$ cat config.mk
export PLATFORM = sky130hd
export DESIGN_NAME = cfg_startup_seq
export DESIGN_NICKNAME = d
export VERILOG_FILES = /design/src/rtl/cfgseq_pkg.sv /design/src/rtl/cfgseq_fsm.sv /design/src/rtl/cfgseq_release.sv /design/src/rtl/cfgseq_done.sv /design/src/rtl/cfg_startup_seq.sv
export SDC_FILE = /design/constraint.sdc
export NUM_CORES = 1
export LEC_CHECK = 0
export ABC_AREA = 1
export CAP_MARGIN = 0
export CELL_PAD_IN_SITES_DETAIL_PLACEMENT = 1
export CELL_PAD_IN_SITES_GLOBAL_PLACEMENT = 2
export CORE_MARGIN = 2
export CORE_UTILIZATION = 31
export CTS_CLUSTER_DIAMETER = 60
export DETAILED_ROUTE_END_ITERATION = 10
export PLACE_DENSITY_LB_ADDON = 0.1
export SYNTH_ARGS = -nofsm -noshare
export SYNTH_HDL_FRONTEND = slang
export SYNTH_SLANG_ARGS = --single-unit
$ cat constraint.sdc
create_clock -name clk -period 2.3 [get_ports clk]
set_clock_uncertainty 0.2 [all_clocks]
set_input_delay 0.46 -clock clk [delete_from_list [all_inputs] [get_ports clk]]
set_output_delay 0.46 -clock clk [all_outputs]
set_load 0.01 [all_outputs]
$ cat src/rtl/cfgseq_pkg.sv
package cfgseq_pkg;

  typedef enum logic [2:0] {
    ST_INIT    = 3'd0,
    ST_CLEAR   = 3'd1,
    ST_CONFIG  = 3'd2,
    ST_STARTUP = 3'd3,
    ST_OPER    = 3'd4
  } cfg_state_e;

  localparam int STEP_W = 3;

  // Start-up step numbering: step 1 follows the load_done edge.
  localparam logic [STEP_W-1:0] STEP_FIRST = 3'd1;
  localparam logic [STEP_W-1:0] STEP_EARLY = 3'd2;
  localparam logic [STEP_W-1:0] STEP_IO    = 3'd3;
  localparam logic [STEP_W-1:0] STEP_LATE  = 3'd4;
  localparam logic [STEP_W-1:0] STEP_LAST  = STEP_LATE;

  localparam int N_EVENTS = 2;   // 0: user reset release, 1: DONE
  localparam int EV_RST   = 0;
  localparam int EV_DONE  = 1;

endpackage

$ cat src/rtl/cfgseq_fsm.sv
module cfgseq_fsm
  import cfgseq_pkg::*;
#(
  parameter int CLEAR_CYCLES = 8
) (
  input  logic              clk,
  input  logic              rst_n,
  input  logic              restart,
  input  logic              load_done,
  input  logic              hold,
  output cfg_state_e        state_o,
  output logic [STEP_W-1:0] nxt_step_o,
  output logic              act_hi_o,
  output logic              act_lo_o
);

  localparam int CW = $clog2(CLEAR_CYCLES + 1);
  localparam logic [CW-1:0] CLR_LAST = CW'(CLEAR_CYCLES - 1);

  cfg_state_e        state_q, nxt_state;
  logic [STEP_W-1:0] step_q, nxt_step;
  logic [CW-1:0]     cnt_q, nxt_cnt;
  logic              step_en, cnt_en;

  always_comb begin
    nxt_state = state_q;
    nxt_step  = step_q;
    nxt_cnt   = cnt_q;
    if (restart) begin
      nxt_state = ST_INIT;
      nxt_step  = '0;
      nxt_cnt   = '0;
    end else begin
      unique case (state_q)
        ST_INIT: begin
          nxt_state = ST_CLEAR;
          nxt_cnt   = '0;
        end
        ST_CLEAR: begin
          if (cnt_q == CLR_LAST) nxt_state = ST_CONFIG;
          else                   nxt_cnt   = cnt_q + 1'b1;
        end
        ST_CONFIG: begin
          if (load_done) begin
            nxt_state = ST_STARTUP;
            nxt_step  = STEP_FIRST;
          end
        end
        ST_STARTUP: begin
          if (!hold) begin
            if (step_q == STEP_LAST) nxt_state = ST_OPER;
            else                     nxt_step  = step_q + 1'b1;
          end
        end
        ST_OPER: ;
        default: nxt_state = ST_INIT;
      endcase
    end
  end

  assign step_en = (nxt_step != step_q);
  assign cnt_en  = (nxt_cnt != cnt_q);

  always_ff @(posedge clk or negedge rst_n) begin
    if (!rst_n) begin
      state_q  <= ST_INIT;
      step_q   <= '0;
      cnt_q    <= '0;
      act_hi_o <= 1'b1;
      act_lo_o <= 1'b0;
    end else begin
      state_q <= nxt_state;
      if (step_en) step_q <= nxt_step;
      if (cnt_en)  cnt_q  <= nxt_cnt;
      act_hi_o <= (nxt_state != ST_OPER);
      act_lo_o <= (nxt_state == ST_OPER);
    end
  end

  assign state_o    = state_q;
  assign nxt_step_o = nxt_step;

  p_restart_init_r9: assert property (@(posedge clk) disable iff (!rst_n)
    restart |=> (state_q == ST_INIT));

  p_load_ignored_r6: assert property (@(posedge clk) disable iff (!rst_n)
    (state_q == ST_INIT || state_q == ST_CLEAR) |=> (state_q != ST_STARTUP));

  p_oper_stays_r10: assert property (@(posedge clk) disable iff (!rst_n)
    (state_q == ST_OPER && !restart) |=> (state_q == ST_OPER));

endmodule

$ cat src/rtl/cfgseq_release.sv
module cfgseq_release
  import cfgseq_pkg::*;
(
  input  logic              clk,
  input  logic              rst_n,
  input  logic [STEP_W-1:0] nxt_step,
  input  logic              opt_rst_late,
  input  logic              opt_done_late,
  output logic              io_en,
  output logic              rst_rel,
  output logic              done_q
);

  logic [N_EVENTS-1:0] late_sel;
  logic [N_EVENTS-1:0] ev_q;

  assign late_sel[EV_RST]  = opt_rst_late;
  assign late_sel[EV_DONE] = opt_done_late;

  for (genvar g = 0; g < N_EVENTS; g++) begin : g_event
    logic [STEP_W-1:0] thr;
    assign thr = late_sel[g] ? STEP_LATE : STEP_EARLY;
    always_ff @(posedge clk or negedge rst_n) begin
      if (!rst_n) ev_q[g] <= 1'b0;
      else        ev_q[g] <= (nxt_step >= thr);
    end
  end

  always_ff @(posedge clk or negedge rst_n) begin
    if (!rst_n) io_en <= 1'b0;
    else        io_en <= (nxt_step >= STEP_IO);
  end

  assign rst_rel = ev_q[EV_RST];
  assign done_q  = ev_q[EV_DONE];

  p_rel_order_r4: assert property (@(posedge clk) disable iff (!rst_n)
    $rose(rst_rel) |-> (io_en == opt_rst_late));

  p_done_order_r5: assert property (@(posedge clk) disable iff (!rst_n)
    $rose(done_q) |-> (io_en == opt_done_late));

endmodule

$ cat src/rtl/cfgseq_done.sv
module cfgseq_done (
  input  logic clk,
  input  logic rst_n,
  input  logic opt_done_od,
  input  logic done_q,
  input  logic done_line_in,
  input  logic in_startup,
  output logic pull_low,
  output logic pullup_en,
  output logic hold
);

  always_ff @(posedge clk or negedge rst_n) begin
    if (!rst_n) pullup_en <= 1'b0;
    else        pullup_en <= ~opt_done_od;
  end

  assign pull_low = ~done_q;
  assign hold     = opt_done_od & done_q & ~done_line_in & in_startup;

endmodule

$ cat src/rtl/cfg_startup_seq.sv
module cfg_startup_seq
  import cfgseq_pkg::*;
#(
  parameter int CLEAR_CYCLES = 8
) (
  input  logic clk,
  input  logic rst_n,
  input  logic restart,
  input  logic load_done,
  input  logic opt_rst_late,
  input  logic opt_done_late,
  input  logic opt_done_od,
  input  logic done_line_in,
  output logic io_en,
  output logic user_rst_n,
  output logic done_pull_low,
  output logic done_pullup_en,
  output logic cfg_act_hi,
  output logic cfg_act_lo
);

  cfg_state_e        state;
  logic [STEP_W-1:0] nxt_step;
  logic              hold, done_q, in_startup;

  assign in_startup = (state == ST_STARTUP);

  cfgseq_fsm #(.CLEAR_CYCLES(CLEAR_CYCLES)) u_fsm (
    .clk(clk), .rst_n(rst_n), .restart(restart), .load_done(load_done),
    .hold(hold), .state_o(state), .nxt_step_o(nxt_step),
    .act_hi_o(cfg_act_hi), .act_lo_o(cfg_act_lo)
  );

  cfgseq_release u_rel (
    .clk(clk), .rst_n(rst_n), .nxt_step(nxt_step),
    .opt_rst_late(opt_rst_late), .opt_done_late(opt_done_late),
    .io_en(io_en), .rst_rel(user_rst_n), .done_q(done_q)
  );

  cfgseq_done u_done (
    .clk(clk), .rst_n(rst_n), .opt_done_od(opt_done_od), .done_q(done_q),
    .done_line_in(done_line_in), .in_startup(in_startup),
    .pull_low(done_pull_low), .pullup_en(done_pullup_en), .hold(hold)
  );

  p_freeze_r7: assert property (@(posedge clk) disable iff (!rst_n)
    (hold && !restart) |=> ($stable(io_en) && $stable(user_rst_n) && $stable(cfg_act_hi)));

endmodule

## Word-level counts from Yosys, hierarchy flattened

Index checks and enable logic that the tools add are counted.

| storage, ports and cells | value |
|---|---|
| bits in registers | 16 |
| input bits | 8 |
| output and inout port bits | 6 |
| logic and storage cells | 47 |

| operators by class | value |
|---|---|
| add/subtract/negate cells | 2 |
| order comparisons | 3 |
| eq/ne operators | 10 |
| multiplexer cells | 16 |
| bitwise logic cells | 6 |
| reductions and logical operators | 1 |

Operator list:

| operator | count |
|---|---|
| 3-bit two-way mux | 11 |
| 3-bit one-hot mux with 5 select lines | 1 |
| 3-bit == test, second input constant | 3 |
| 4-bit two-way mux | 2 |
| 4-bit one-hot mux with 2 select lines | 1 |
| 3-bit by 2-bit == test with 1-bit output, second input constant | 2 |
| 3-bit >= comparator | 2 |
| 3-bit one-hot mux with 2 select lines | 1 |
| 4-bit by 1-bit adder with 4-bit output, second input constant | 1 |
| 4-bit by 3-bit == test with 1-bit output, second input constant | 1 |
| 4-bit != test | 1 |
| 3-bit by 1-bit adder with 3-bit output, second input constant | 1 |
| 1-bit AND | 3 |
| 3-bit by 1-bit == test with 1-bit output, second input constant | 1 |
| 3-bit by 2-bit >= comparator with 1-bit output, second input constant | 1 |
| 3-bit logical NOT | 1 |
| 3-bit != test | 1 |
| 3-bit != test, second input constant | 1 |
| 1-bit NOT | 3 |

## Longest topological paths before layout

Gate-level depths: netlist of the first run.

| logic depth | value |
|---|---|
| depth after elaboration | 7 |
| gate-level depth with buffers | 11 |
| gate-level depth less buffers | 11 |

## Cells and area by module

Synthesis of the first run repeated with hierarchy kept, for this count alone.

| second synthesis, totals | value |
|---|---|
| cells, all modules | 130 |
| area total of the unflattened synthesis | 964.7 µm² |

Modules (own cells, without submodules):

| module | times used | cells an instance | area an instance (µm²) | seq. area each (µm²) |
|---|---|---|---|---|
| cfgseq_fsm | 1 | 99 | 716.9 | 301.5 |
| cfgseq_release | 1 | 22 | 190.2 | 75.1 |
| cfgseq_done | 1 | 7 | 47.5 | 25.0 |
| cfg_startup_seq | 1 | 2 | 10.0 | 0.0 |

## Worst setup path after synthesis of the first run

Ideal clock, no wire load.

| timing | value |
|---|---|
| path type | register to register |
| start point | register u_fsm.step_q[0] |
| end point | register u_rel.ev_q[1] (netlist: u_rel.done_q) |
| setup time | 0.119 ns |
| arrival time | 1.548 ns |
| data required time | 1.981 ns |
| slack | 0.433 ns |
| cell stages (with the launch flop) | 11 |
| buffers on the path | 0 |
| period minus slack after synthesis | 1.867 ns |
| cells stage by stage | dfrtp_1 -> inv_1 -> ha_1 -> nand2_1 -> nand2_2 -> nand3b_1 -> nand2_2 -> inv_1 -> ha_1 -> a21oi_1 -> nand2_1 |

| between the ends | value |
|---|---|
| longest elaborated chain between the ends | 6 |
| elaborated cells between the ends (all ways) | 8 |
| classes of those cells | add/sub: 1; order compare: 1; eq/ne: 1; mux: 5 |

RTL lines:

| item | RTL line | RTL |
|---|---|---|
| from (decl) | cfgseq_fsm.sv:21 | `logic [STEP_W-1:0] step_q, nxt_step;` |
| from (signal assigned) | cfgseq_fsm.sv:73 | `if (step_en) step_q <= nxt_step;` |
| 3-bit by 1-bit adder with 3-bit output or 3-bit == test (tied branches) | cfgseq_fsm.sv:52, cfgseq_fsm.sv:51 |  |
| 3-bit two-way mux (*) | cfgseq_fsm.sv:51 | `if (step_q == STEP_LAST) nxt_state = ST_OPER;` |
| 3-bit two-way mux (*) | cfgseq_fsm.sv:50 | `if (!hold) begin` |
| 3-bit one-hot mux with 2 select lines (*) | cfgseq_fsm.sv:34 | `unique case (state_q)` |
| 3-bit two-way mux (*) | cfgseq_fsm.sv:29 | `if (restart) begin` |
| via nxt_step[2] | cfg_startup_seq.sv:23 | `logic [STEP_W-1:0] nxt_step;` |
| 3-bit >= comparator (*) | cfgseq_release.sv:25 | `else ev_q[g] <= (nxt_step >= thr);` |
| to (signal, indexed assignment) | cfgseq_release.sv:25 |  |
| to (decl) | cfgseq_release.sv:15 | `logic [N_EVENTS-1:0] ev_q;` |

The timed path passes the listed nets; every way through them passes the cells marked *.
A chain may end at the register's enable or synchronous reset.

## Worst setup path after layout of the first run

| timing | value |
|---|---|
| start point | input opt_done_od |
| end point | register u_rel.ev_q[1] (netlist: u_rel.done_q) |

| between the ends | value |
|---|---|
| longest elaborated chain between the ends | 7 |

RTL lines:

| item | RTL line | RTL |
|---|---|---|
| from (decl) | cfg_startup_seq.sv:12 | `input logic opt_done_od,` |
| 1-bit AND (3 in series) | cfgseq_done.sv:19 | `assign hold = opt_done_od & done_q & ~done_line_in & in_startup;` |
| 3-bit two-way mux | cfgseq_fsm.sv:50 |  |
| 3-bit one-hot mux with 2 select lines | cfgseq_fsm.sv:34 |  |
| 3-bit two-way mux | cfgseq_fsm.sv:29 |  |
| via nxt_step[2] | cfg_startup_seq.sv:23 |  |
| 3-bit >= comparator | cfgseq_release.sv:25 |  |

The timed path passes the listed nets, and every way through them passes these cells.

==> results.py, run 1 <==
metrics = {
    "run_status": {
        "status": "finished clean",
    },
    "synth": {
        "synth_ff_type": "dfrtp_1",
        "syn_inst": 115,
        "synth_compound_area_frac": 0.0975,
        "synth.most_common_cell": "nand2_1",
        "yosysSeqAreaShare": 0.423,
        "synthesis.area_um2": 950,
        "synthAdderAreaFrac": 0.0922,
        "synth_top_area_frac": 0.395,
        "synth_top_family_by_area": "simple AND/OR/NAND/NOR gates",
        "syn-num-nets": 130,
        "postSynthAreaPerCell_um2": 8.26,
        "netlist_top_cells_count": "nand2_1 (21), inv_1 (16), dfrtp_1 (15), a21oi_1 (9), nand2_2 (9)",
        "synthTopCellsByArea": "dfrtp_1 (40%), ha_1 (9.2%), nand2_1 (8.3%), inv_1 (6.3%), nand2_2 (5.9%)",
        "synth_simple_gate_area_frac": 0.302,
        "ys_ff_latch": 16,
        "synthXorXnorAreaFrac": 0.00922,
        "yosysWarnings": 0,
        "synthMuxAreaShare": 0,
        "ys_async_sr_fraction": 1.00,
        "ys_types": 23,
        "synth_top_cell_by_area": "dfrtp_1",
        "synth_edf_count": 0,
    },
    "route": {
        "wl_mm": 2.24,
        "drt_first_pass_iters": 4,
        "ant_nets": 0,
        "vias": 834,
        "route.detailed.drc": 0,
        "drt-initial-drc-count": 19,
        "drt-wirelength-per-cell_um": 12.9,
        "via_per_inst": 4.79,
    },
    "layout": {
        "fin_cells": 174,
        "drive_above_1_share": 0.227,
        "multiInputGateArea_um2": 478,
        "seqCellArea_um2": 402,
        "antennaDiodeCount": 0,
        "final_area_um2": 1220,
        "fillCellCount": 370,
        "fin_nets": 157,
        "area_growth_pct": 28.2,
    },
    "floorplan": {
        "die_w_um": 59.4,
        "start_util": 0.319,
        "rows": 20,
        "core_area_um2": 2980,
        "num_io_pins": 14,
        "fp.dieArea_um2": 3520,
        "fp.dieH_um": 59.4,
    },
    "sta": {
        "timing.final.crit_share": 0.917,
        "rsz0062_at_grt": "no",
        "fmax_mhz": 474,
        "slew_viol_final": 0,
        "hold_ws_ns": 0.290,
        "setup_viol": 0,
        "slew_headroom": 0.780,
        "period_needed_ns": 2.11,
        "final-hold-violation-count": 0,
        "tightest_slew_ns": 0.330,
        "fin_ws_ns": 0.190,
    },
    "clock_network": {
        "root_buffer": "clkbuf_4",
        "clock_sinks": 16,
        "cts_setup_buffers": 0,
        "cts_buffer_depth": 2,
        "ctsHoldBuffers": 0,
        "cts_resized": 0,
        "cts.htree.levels": 1,
        "clkLatencyLatePin_ns": 0.28,
        "cts_tree": "yes",
        "clk_pin_slew_ns": 0.10,
        "cts_buffers": 3,
    },
    "setup_path": {
        "cp-start-kind": "input pin",
        "critPathMaxFanout": 4,
        "cp-end-kind": "flop",
        "required_ns": 2.28,
        "criticalPathCategory": "in -> reg",
        "crit_arrival_ns": 2.09,
    },
    "grt": {
        "antenna_found_initial": 0,
        "grt_max_degree": 17,
        "first_global_vias": 856,
        "grt_pass1_wl_mm": 3.88,
        "grtUsageTotal": 0.147,
        "gr-total-overflow": 0,
    },
    "placement": {
        "placed_cells": 170,
        "port_buffers": 13,
        "hpwl_mm": 1.80,
        "place_ws_ns": -0.190,
        "place.gp.congestion": 0.742,
        "place_area_um2": 1190,
    },
    "hold_path": {
        "hold_class": "in -> async",
    },
    "run": {
        "drv_cap": 0,
    },
    "power": {
        "leakage_nw": 0.640,
        "pwr_density_cell_nw_per_um2": 422,
        "vdd_drop_max_mv": 0.262,
    },
}
cell usage in the layout (no fill, tap or decap), types with 6 or more instances in the layout:
cell type	count
a21oi_1	9
clkdlybuf4s50_1	13
inv_1	16
nand3_1	8
dfrtp_1	15
buf_4	9
nor2_1	6
nand2_2	9
nand2_1	21
ha_1	7
critical path: stages:
cell             delay [ns]
clkdlybuf4s50_1        0.49
nand2_1                0.07
nor2_2                 0.15
nand2_4                0.08
nand3b_1               0.09
nand3b_1               0.11
nand2_2                0.08
inv_1                  0.06
ha_1                   0.28
a21oi_1                0.15
nand2_1                0.07
worst paths after layout:
path | start | depth (start not counted) | to | slack, ns
max | opt_done_od | 11 | u_rel.done_q$_DFF_PN0_ | 0.19
min | rst_n | 2 | u_done.pullup_en$_DFF_PN0_ | 0.29
max reg2reg | u_fsm.step_q[0]$_DFFE_PN0P_ | 10 | u_rel.done_q$_DFF_PN0_ | 0.21
min reg2reg | u_fsm.cnt_q[0]$_DFFE_PN0P_ | 1 | u_fsm.cnt_q[0]$_DFFE_PN0P_ | 0.32
max in group asynchronous | rst_n | 2 | u_fsm.act_hi_o$_DFF_PN1_ | 1.35
min in group clk | u_fsm.cnt_q[0]$_DFFE_PN0P_ | 1 | u_fsm.cnt_q[0]$_DFFE_PN0P_ | 0.32
per-layer routing:
metal / vias up / part of all wire / track usage
met5: - / 0 / 0
met4: 0 / 0.0058 / 0.0292
met3: 2 / 0.028 / 0.0284
met2: 13 / 0.47 / 0.239
met1: 400 / 0.50 / 0.204
li1: 419 / - / -
cell type report:
type	instances	area share
Multi-Input combinational cell	80	0.393
Sequential cell	16	0.330
Timing Repair Buffer	22	0.162
Inverter	19	0.0596
Tap cell	33	0.0339
Clock buffer	4	0.0216
cell families after synthesis:
| logic type | after synthesis |
|---|---|
| xor+xnor | 1 |
| fa+ha+maj | 7 |
| simple gates | 55 |
| buf+inv | 19 |
| flops | 16 |
| compound gates | 17 |
stage by stage:
stage	util	TNS [ns]	power [mW]
6_report	0.409	0	0.514
3_3_place_gp	0.399	-0.169	0.360
4_1_cts	0.408	0	0.527
5_1_grt	0.409	0	0.545
2_1_floorplan	-	0	0.321
3_5_place_dp	0.399	-0.366	0.362
state kept, by name, summed over array words and instances, names as in the netlist:
register	cells
u_fsm.act_lo_o	1
u_fsm.act_hi_o	1
u_fsm.state_o	3
u_rel.io_en	1
u_rel.done_q	1
u_done.pullup_en	1
u_fsm.step_q	3
u_fsm.cnt_q	4
u_rel.rst_rel	1
power by group:
group          switching, mW  total [mW]  internal (mW)
Combinational         0.0298      0.0611         0.0312
Sequential           0.00613       0.294          0.288
Clock                 0.0914       0.159         0.0672
Power figures use the tool's default switching activity.
==> run 2, diff against run 1 <==
--- a/config.mk
+++ b/config.mk
@@ -10,10 +10,12 @@
 export CELL_PAD_IN_SITES_DETAIL_PLACEMENT = 1
 export CELL_PAD_IN_SITES_GLOBAL_PLACEMENT = 2
 export CORE_MARGIN = 2
-export CORE_UTILIZATION = 31
+export CORE_UTILIZATION = 30
 export CTS_CLUSTER_DIAMETER = 60
 export DETAILED_ROUTE_END_ITERATION = 10
 export PLACE_DENSITY_LB_ADDON = 0.1
+export REMOVE_ABC_BUFFERS = 1
 export SYNTH_ARGS = -nofsm -noshare
 export SYNTH_HDL_FRONTEND = slang
+export SYNTH_HIERARCHICAL = 1
 export SYNTH_SLANG_ARGS = --single-unit
==> results.py, run 2 <==
metrics = {
    "layout": {
        "layout_commonest_cell": "nand2_1",
        "final_cell_mix": "nand2_1 (26), inv_1 (25), nor2_1 (18), nand3_1 (15)",
        "final_area_um2": 1250,
        "fin_nets": 170,
        "fin_cells": 198,
        "fillCellCount": 391,
        "area_growth_pct": 29.3,
        "final_core_util": 0.409,
        "largest_reg_flops": 4,
        "antennaDiodeCount": 0,
        "largest-register": "u_fsm/cnt_q",
        "drive_above_1_share": 0.143,
    },
    "placement": {
        "hpwl_mm": 1.80,
        "port_buffers": 13,
        "place_ws_ns": -0.182,
        "place.gp.congestion": 0.745,
        "place_area_um2": 1200,
        "placed_cells": 194,
    },
    "setup_path": {
        "cp_slowest_cell": "clkdlybuf4s50_1",
        "cp-start-kind": "input pin",
        "cp-end-kind": "flop",
        "startpoint": "opt_done_od",
        "criticalPathCategory": "in -> reg",
        "critPathMaxFanout": 3,
        "r2r_start": "u_fsm/step_q[0]$_DFFE_PN0P_",
        "reg2reg_depth": 13,
        "crit_path_cell_trace": "clkdlybuf4s50_1, nand2_1, nor2_1, inv_1, nand3_1, nand3_1, a21oi_2, ha_1, nand3_1, nand3_1",
        "crit_arrival_ns": 2.08,
        "crit_top_cell": "nand3_1",
        "reg2reg_to": "u_rel/rst_rel$_DFF_PN0_",
        "required_ns": 2.28,
        "reg2reg_slack_ns": 0.23,
        "slowest_delay_ns": 0.48,
    },
    "route": {
        "wl_mm": 2.25,
        "ant_nets": 0,
        "drt-wirelength-per-cell_um": 11.3,
        "drt-initial-drc-count": 18,
        "via_per_inst": 4.38,
        "route.detailed.drc": 0,
        "vias": 868,
        "drt_first_pass_iters": 2,
    },
    "synth": {
        "synthAdderAreaFrac": 0.0908,
        "synth.most_common_cell": "nand2_1",
        "yosysWarnings": 6,
        "netlist_top_cells_count": "nand2_1 (26), inv_1 (25), nor2_1 (19), dfrtp_1 (15), nand3_1 (15)",
        "synth_top_cell_by_area": "dfrtp_1",
        "synthXorXnorAreaFrac": 0,
        "syn_inst": 130,
        "synthTopCellsByArea": "dfrtp_1 (39%), nand2_1 (10%), inv_1 (9.7%), ha_1 (9.1%), nand3_1 (7.8%)",
        "yosysSeqAreaShare": 0.416,
        "ys_async_sr_fraction": 1.00,
        "postSynthAreaPerCell_um2": 7.42,
        "ys_types": 20,
        "synth_top_family_by_area": "simple AND/OR/NAND/NOR gates",
        "synthesis.area_um2": 965,
        "synth_edf_count": 0,
        "synthMuxAreaShare": 0,
        "synth_top_area_frac": 0.389,
        "synth_ff_type": "dfrtp_1",
        "synth_compound_area_frac": 0.0843,
        "synth_simple_gate_area_frac": 0.307,
        "ys_ff_latch": 16,
    },
    "floorplan": {
        "num_io_pins": 14,
        "die_w_um": 60.7,
        "rows": 20,
        "start_util": 0.316,
        "fp.dieH_um": 60.7,
        "fp.dieArea_um2": 3690,
        "core_area_um2": 3050,
    },
    "grt": {
        "grt_max_degree": 17,
        "antenna_found_initial": 0,
        "grt_pass1_wl_mm": 3.91,
        "grtUsageTotal": 0.145,
        "gr-total-overflow": 0,
        "first_global_vias": 876,
    },
    "sta": {
        "tightest_slew_ns": 0.243,
        "slew_headroom": 0.838,
        "slew_viol_final": 0,
        "fin_ws_ns": 0.202,
        "setup_viol": 0,
        "fmax_mhz": 477,
        "final-hold-violation-count": 0,
        "rsz0062_at_grt": "no",
        "timing.final.crit_share": 0.912,
        "period_needed_ns": 2.10,
    },
    "clock_network": {
        "ctsHoldBuffers": 0,
        "clkLatencyLatePin_ns": 0.28,
        "clk_pin_slew_ns": 0.10,
        "clock_sinks": 16,
        "root_buffer": "clkbuf_4",
        "cts.htree.levels": 1,
        "cts_tree": "yes",
        "cts_buffer_depth": 2,
        "cts_buffers": 3,
        "cts_setup_buffers": 0,
    },
    "power": {
        "leakage_nw": 0.602,
        "pwr_density_cell_nw_per_um2": 458,
        "vdd_drop_max_mv": 0.195,
    },
    "run_status": {
        "status": "finished clean",
    },
    "run": {
        "drv_cap": 0,
    },
    "hold_path": {
        "hold_class": "in -> async",
    },
}
==> run 2: cell types whose count changed after synthesis, moves of 2 or more <==
| cell | previous run | this run |
|---|---|---|
| o21bai_1 | 0 | 2 |
| nor2_4 | 3 | 1 |
| o21ai_1 | 2 | 0 |
| nand3_1 | 8 | 15 |
| nand2_2 | 9 | 1 |
| nand2_1 | 21 | 26 |
| inv_1 | 16 | 25 |
| nor2_1 | 7 | 19 |
| a21oi_1 | 9 | 6 |
==> run 2: timing repair <==
action / 4_1_cts / 5_1_grt
endpoints found under the hold margin: 0 / 0
gates resized for setup: 0 / 4
setup endpoints to repair: 0 / 2
==> run 2: kinds of logic (layout without fill, tap and decap cells) <==
| family | Yosys count | after routing |
|---|---|---|
| adders and majority gates | 7 | 7 |
| buffers and inverters | 26 | 50 |
| DFF | 16 | 16 |
| AOI/OAI and AO/OA | 14 | 14 |
| and+or+nand+nor | 67 | 67 |
==> run 2: final cells by class <==
type                    count  area, um2  share of cell area
flip-flops and latches     16        404               0.324
multi-input cells          88        472               0.378
well taps                  44       55.1              0.0441
repair buffers             20        183               0.146
clock buffers               4       36.3              0.0291
inverters                  26       97.6              0.0782
==> run 2: stage by stage <==
step	TNS (ns)	power, mW	hold WS (ns)
after global placement	-0.224	0.385	0.394
final	0	0.571	0.292
after detailed placement	-0.354	0.386	0.410
after CTS	0	0.589	0.285
after global routing	0	0.610	0.294
after floorplan	0	0.342	-0.0356
==> run 2: worst max-delay path by stage <==
stage	end	cells past startpoint	slack, ns
2_1_floorplan	u_rel/rst_rel$_DFF_PN0_	13	0.38
3_3_place_gp	u_rel/done_q$_DFF_PN0_	10	-0.11
3_5_place_dp	u_rel/rst_rel$_DFF_PN0_	10	-0.18
4_1_cts	u_rel/rst_rel$_DFF_PN0_	11	0.11
5_1_grt	u_rel/rst_rel$_DFF_PN0_	10	0.01
6_report	u_rel/rst_rel$_DFF_PN0_	10	0.20
==> run 2: where the power goes <==
group	internal [mW]	switching, mW	leakage (nW)
Clock	0.0963	0.0951	0.0210
Sequential	0.292	0.0100	0.207
Combinational	0.0372	0.0414	0.374
Total	0.425	0.146	0.602
==> run 2: critical path: cells and delay by family <==
kind	cells	cell delay, ns
AO/OA/AOI/OAI	1	0.22
adder cells (fa/ha/maj)	1	0.28
AND/OR/NAND/NOR	6	0.55
buffers and inverters	2	0.57
==> run 2: metal layers <==
layer  GRT usage  vias up  routed length (um)
met1       0.192      403                1110
met4      0.0652        0                  15
met5           0        -                   0
met2       0.238        9                1060
li1            -      454                   -
met3      0.0192        2                  63
==> run 3, diff against run 2 <==
--- a/config.mk
+++ b/config.mk
@@ -9,12 +9,12 @@
 export CAP_MARGIN = 0
 export CELL_PAD_IN_SITES_DETAIL_PLACEMENT = 1
 export CELL_PAD_IN_SITES_GLOBAL_PLACEMENT = 2
-export CORE_MARGIN = 2
+export CORE_MARGIN = 8
 export CORE_UTILIZATION = 30
 export CTS_CLUSTER_DIAMETER = 60
+export CTS_CLUSTER_SIZE = 16
 export DETAILED_ROUTE_END_ITERATION = 10
 export PLACE_DENSITY_LB_ADDON = 0.1
-export REMOVE_ABC_BUFFERS = 1
 export SYNTH_ARGS = -nofsm -noshare
 export SYNTH_HDL_FRONTEND = slang
 export SYNTH_HIERARCHICAL = 1
==> results.py, run 3 (synthesis results as in run 2) <==
metrics = {
    "route": {
        "wl_mm": 2.35,
        "drt-wirelength-per-cell_um": 11.9,
        "drt-initial-drc-count": 45,
        "drt_first_pass_iters": 4,
        "via_per_inst": 4.57,
        "vias": 901,
        "ant_nets": 0,
        "route.detailed.drc": 0,
    },
    "floorplan": {
        "start_util": 0.316,
        "die_w_um": 72.7,
        "core_area_um2": 3050,
        "fp.dieH_um": 72.7,
        "fp.dieArea_um2": 5290,
        "rows": 20,
        "num_io_pins": 14,
    },
    "clock_network": {
        "cts_buffers": 3,
        "clk_pin_slew_ns": 0.10,
        "cts_tree": "yes",
        "root_buffer": "clkbuf_4",
        "clock_sinks": 16,
        "cts_buffer_depth": 2,
        "clkLatencyLatePin_ns": 0.28,
        "cts.htree.levels": 1,
        "ctsHoldBuffers": 0,
    },
    "sta": {
        "fmax_mhz": 475,
        "period_needed_ns": 2.10,
        "final-hold-violation-count": 0,
        "slew_headroom": 0.842,
        "timing.final.crit_share": 0.915,
        "rsz0062_at_grt": "no",
        "setup_viol": 0,
        "slew_viol_final": 0,
        "hold_ws_ns": 0.283,
        "tightest_slew_ns": 0.237,
    },
    "grt": {
        "grt_max_degree": 17,
        "first_global_vias": 966,
        "grt_pass1_wl_mm": 4.14,
        "antenna_found_initial": 0,
        "gr-total-overflow": 0,
        "grtUsageTotal": 0.0993,
    },
    "layout": {
        "drive_above_1_share": 0.137,
        "final_core_util": 0.406,
        "largest_reg_flops": 4,
        "final_cell_mix": "nand2_1 (26), inv_1 (25), nor2_1 (18), nand3_1 (15)",
        "largest-register": "u_fsm/cnt_q",
        "fin_nets": 169,
        "area_growth_pct": 28.5,
        "antennaDiodeCount": 0,
        "layout_commonest_cell": "nand2_1",
    },
    "run": {
        "drv_cap": 0,
    },
    "setup_path": {
        "reg2reg_slack_ns": 0.26,
        "slowest_delay_ns": 0.47,
        "r2r_start": "u_fsm/state_o[1]$_DFF_PN0_",
        "reg2reg_depth": 11,
        "cp_num_buf_inv": 2,
        "cp_slowest_cell": "clkdlybuf4s50_1",
        "crit_path_cell_trace": "clkdlybuf4s50_1, nand2_1, nor2_1, inv_1, nand3_1, nand3_1, a21oi_2, ha_1, nand3_1, nand3_1",
        "crit_top_cell": "nand3_1",
        "criticalPathCategory": "in -> reg",
        "critPathMaxFanout": 3,
        "cp-start-kind": "input pin",
        "crit_family": "simple AND/OR/NAND/NOR gates",
        "required_ns": 2.28,
        "reg2reg_to": "u_rel/done_q$_DFF_PN0_",
        "cp-end-kind": "flop",
        "crit_arrival_ns": 2.08,
    },
    "hold_path": {
        "hold_class": "in -> async",
    },
    "power": {
        "leakage_nw": 0.599,
        "vdd_drop_max_mv": 0.196,
        "pwr_density_cell_nw_per_um2": 459,
    },
    "run_status": {
        "status": "finished clean",
    },
    "placement": {
        "place.gp.congestion": 0.780,
        "port_buffers": 13,
        "hpwl_mm": 1.93,
    },
    "synth": {
        "syn-num-nets": 145,
    },
}
run 3: changes by cell type in the layout (fill, tap and decap cells not counted), sizes merged:
cell | previous run | this run
buf | 7 | 6
run 3: cell type report:
class | instances | area (um2)
Clock buffer | 4 | 36.3
Fill cell | 404 | 1810
Timing Repair Buffer | 19 | 175
Tap cell | 44 | 55.1
Multi-Input combinational cell | 88 | 472
Sequential cell | 16 | 404
Inverter | 26 | 97.6
run 3: power by group:
group	leakage [nW]	internal [mW]	total (mW)	switching [mW]
Combinational	0.370	0.0361	0.0780	0.0419
Clock	0.0210	0.0963	0.188	0.0919
Sequential	0.207	0.292	0.302	0.0107
run 3: layer usage:
layer / GRT usage / share of wire / vias to the layer above
li1: - / - / 452
met5: 0 / 0 / -
met3: 0.0234 / 0.046 / 2
met4: 0.0467 / 0.0098 / 0
met1: 0.119 / 0.48 / 433
met2: 0.163 / 0.46 / 14
run 3: repair_timing:
action                                  in CTS  in global routing
resized for setup                            0                  4
buffers inserted                             0                  1
endpoints found under the setup margin       0                  2
run 3: worst max-delay path by stage:
stage                                          to                        start  cells after the start
after floorplan           u_rel/rst_rel$_DFF_PN0_  u_fsm/step_q[0]$_DFFE_PN0P_                     13
after global placement    u_rel/rst_rel$_DFF_PN0_                  opt_done_od                     10
after detailed placement   u_rel/done_q$_DFF_PN0_                  opt_done_od                     10
after CTS                  u_rel/done_q$_DFF_PN0_   u_fsm/state_o[1]$_DFF_PN0_                     11
after global routing       u_rel/done_q$_DFF_PN0_                  opt_done_od                     10
final                      u_rel/done_q$_DFF_PN0_                  opt_done_od                     10
run 3: worst register-to-register path, delay by kind of cell, from the launching register on:
family	cells	cell delay, ns
AO/OA/AOI/OAI	1	0.21
adder cells (fa/ha/maj)	1	0.27
buffers and inverters	1	0.09
flip-flops	1	0.43
AND/OR/NAND/NOR	8	0.74
run 3: per-stage QoR:
step | std cells | instance area, um2 | total power, mW | worst slack, ns | setup TNS (ns)
2_1_floorplan | 130 | 965 | 0.342 | 0.382 | 0
3_3_place_gp | 192 | 1190 | 0.384 | -0.0872 | -0.171
3_5_place_dp | 192 | 1190 | 0.387 | -0.191 | -0.349
4_1_cts | 196 | 1220 | 0.584 | 0.117 | 0
5_1_grt | 197 | 1240 | 0.608 | 0.0132 | 0
6_report | 197 | 1240 | 0.569 | 0.196 | 0
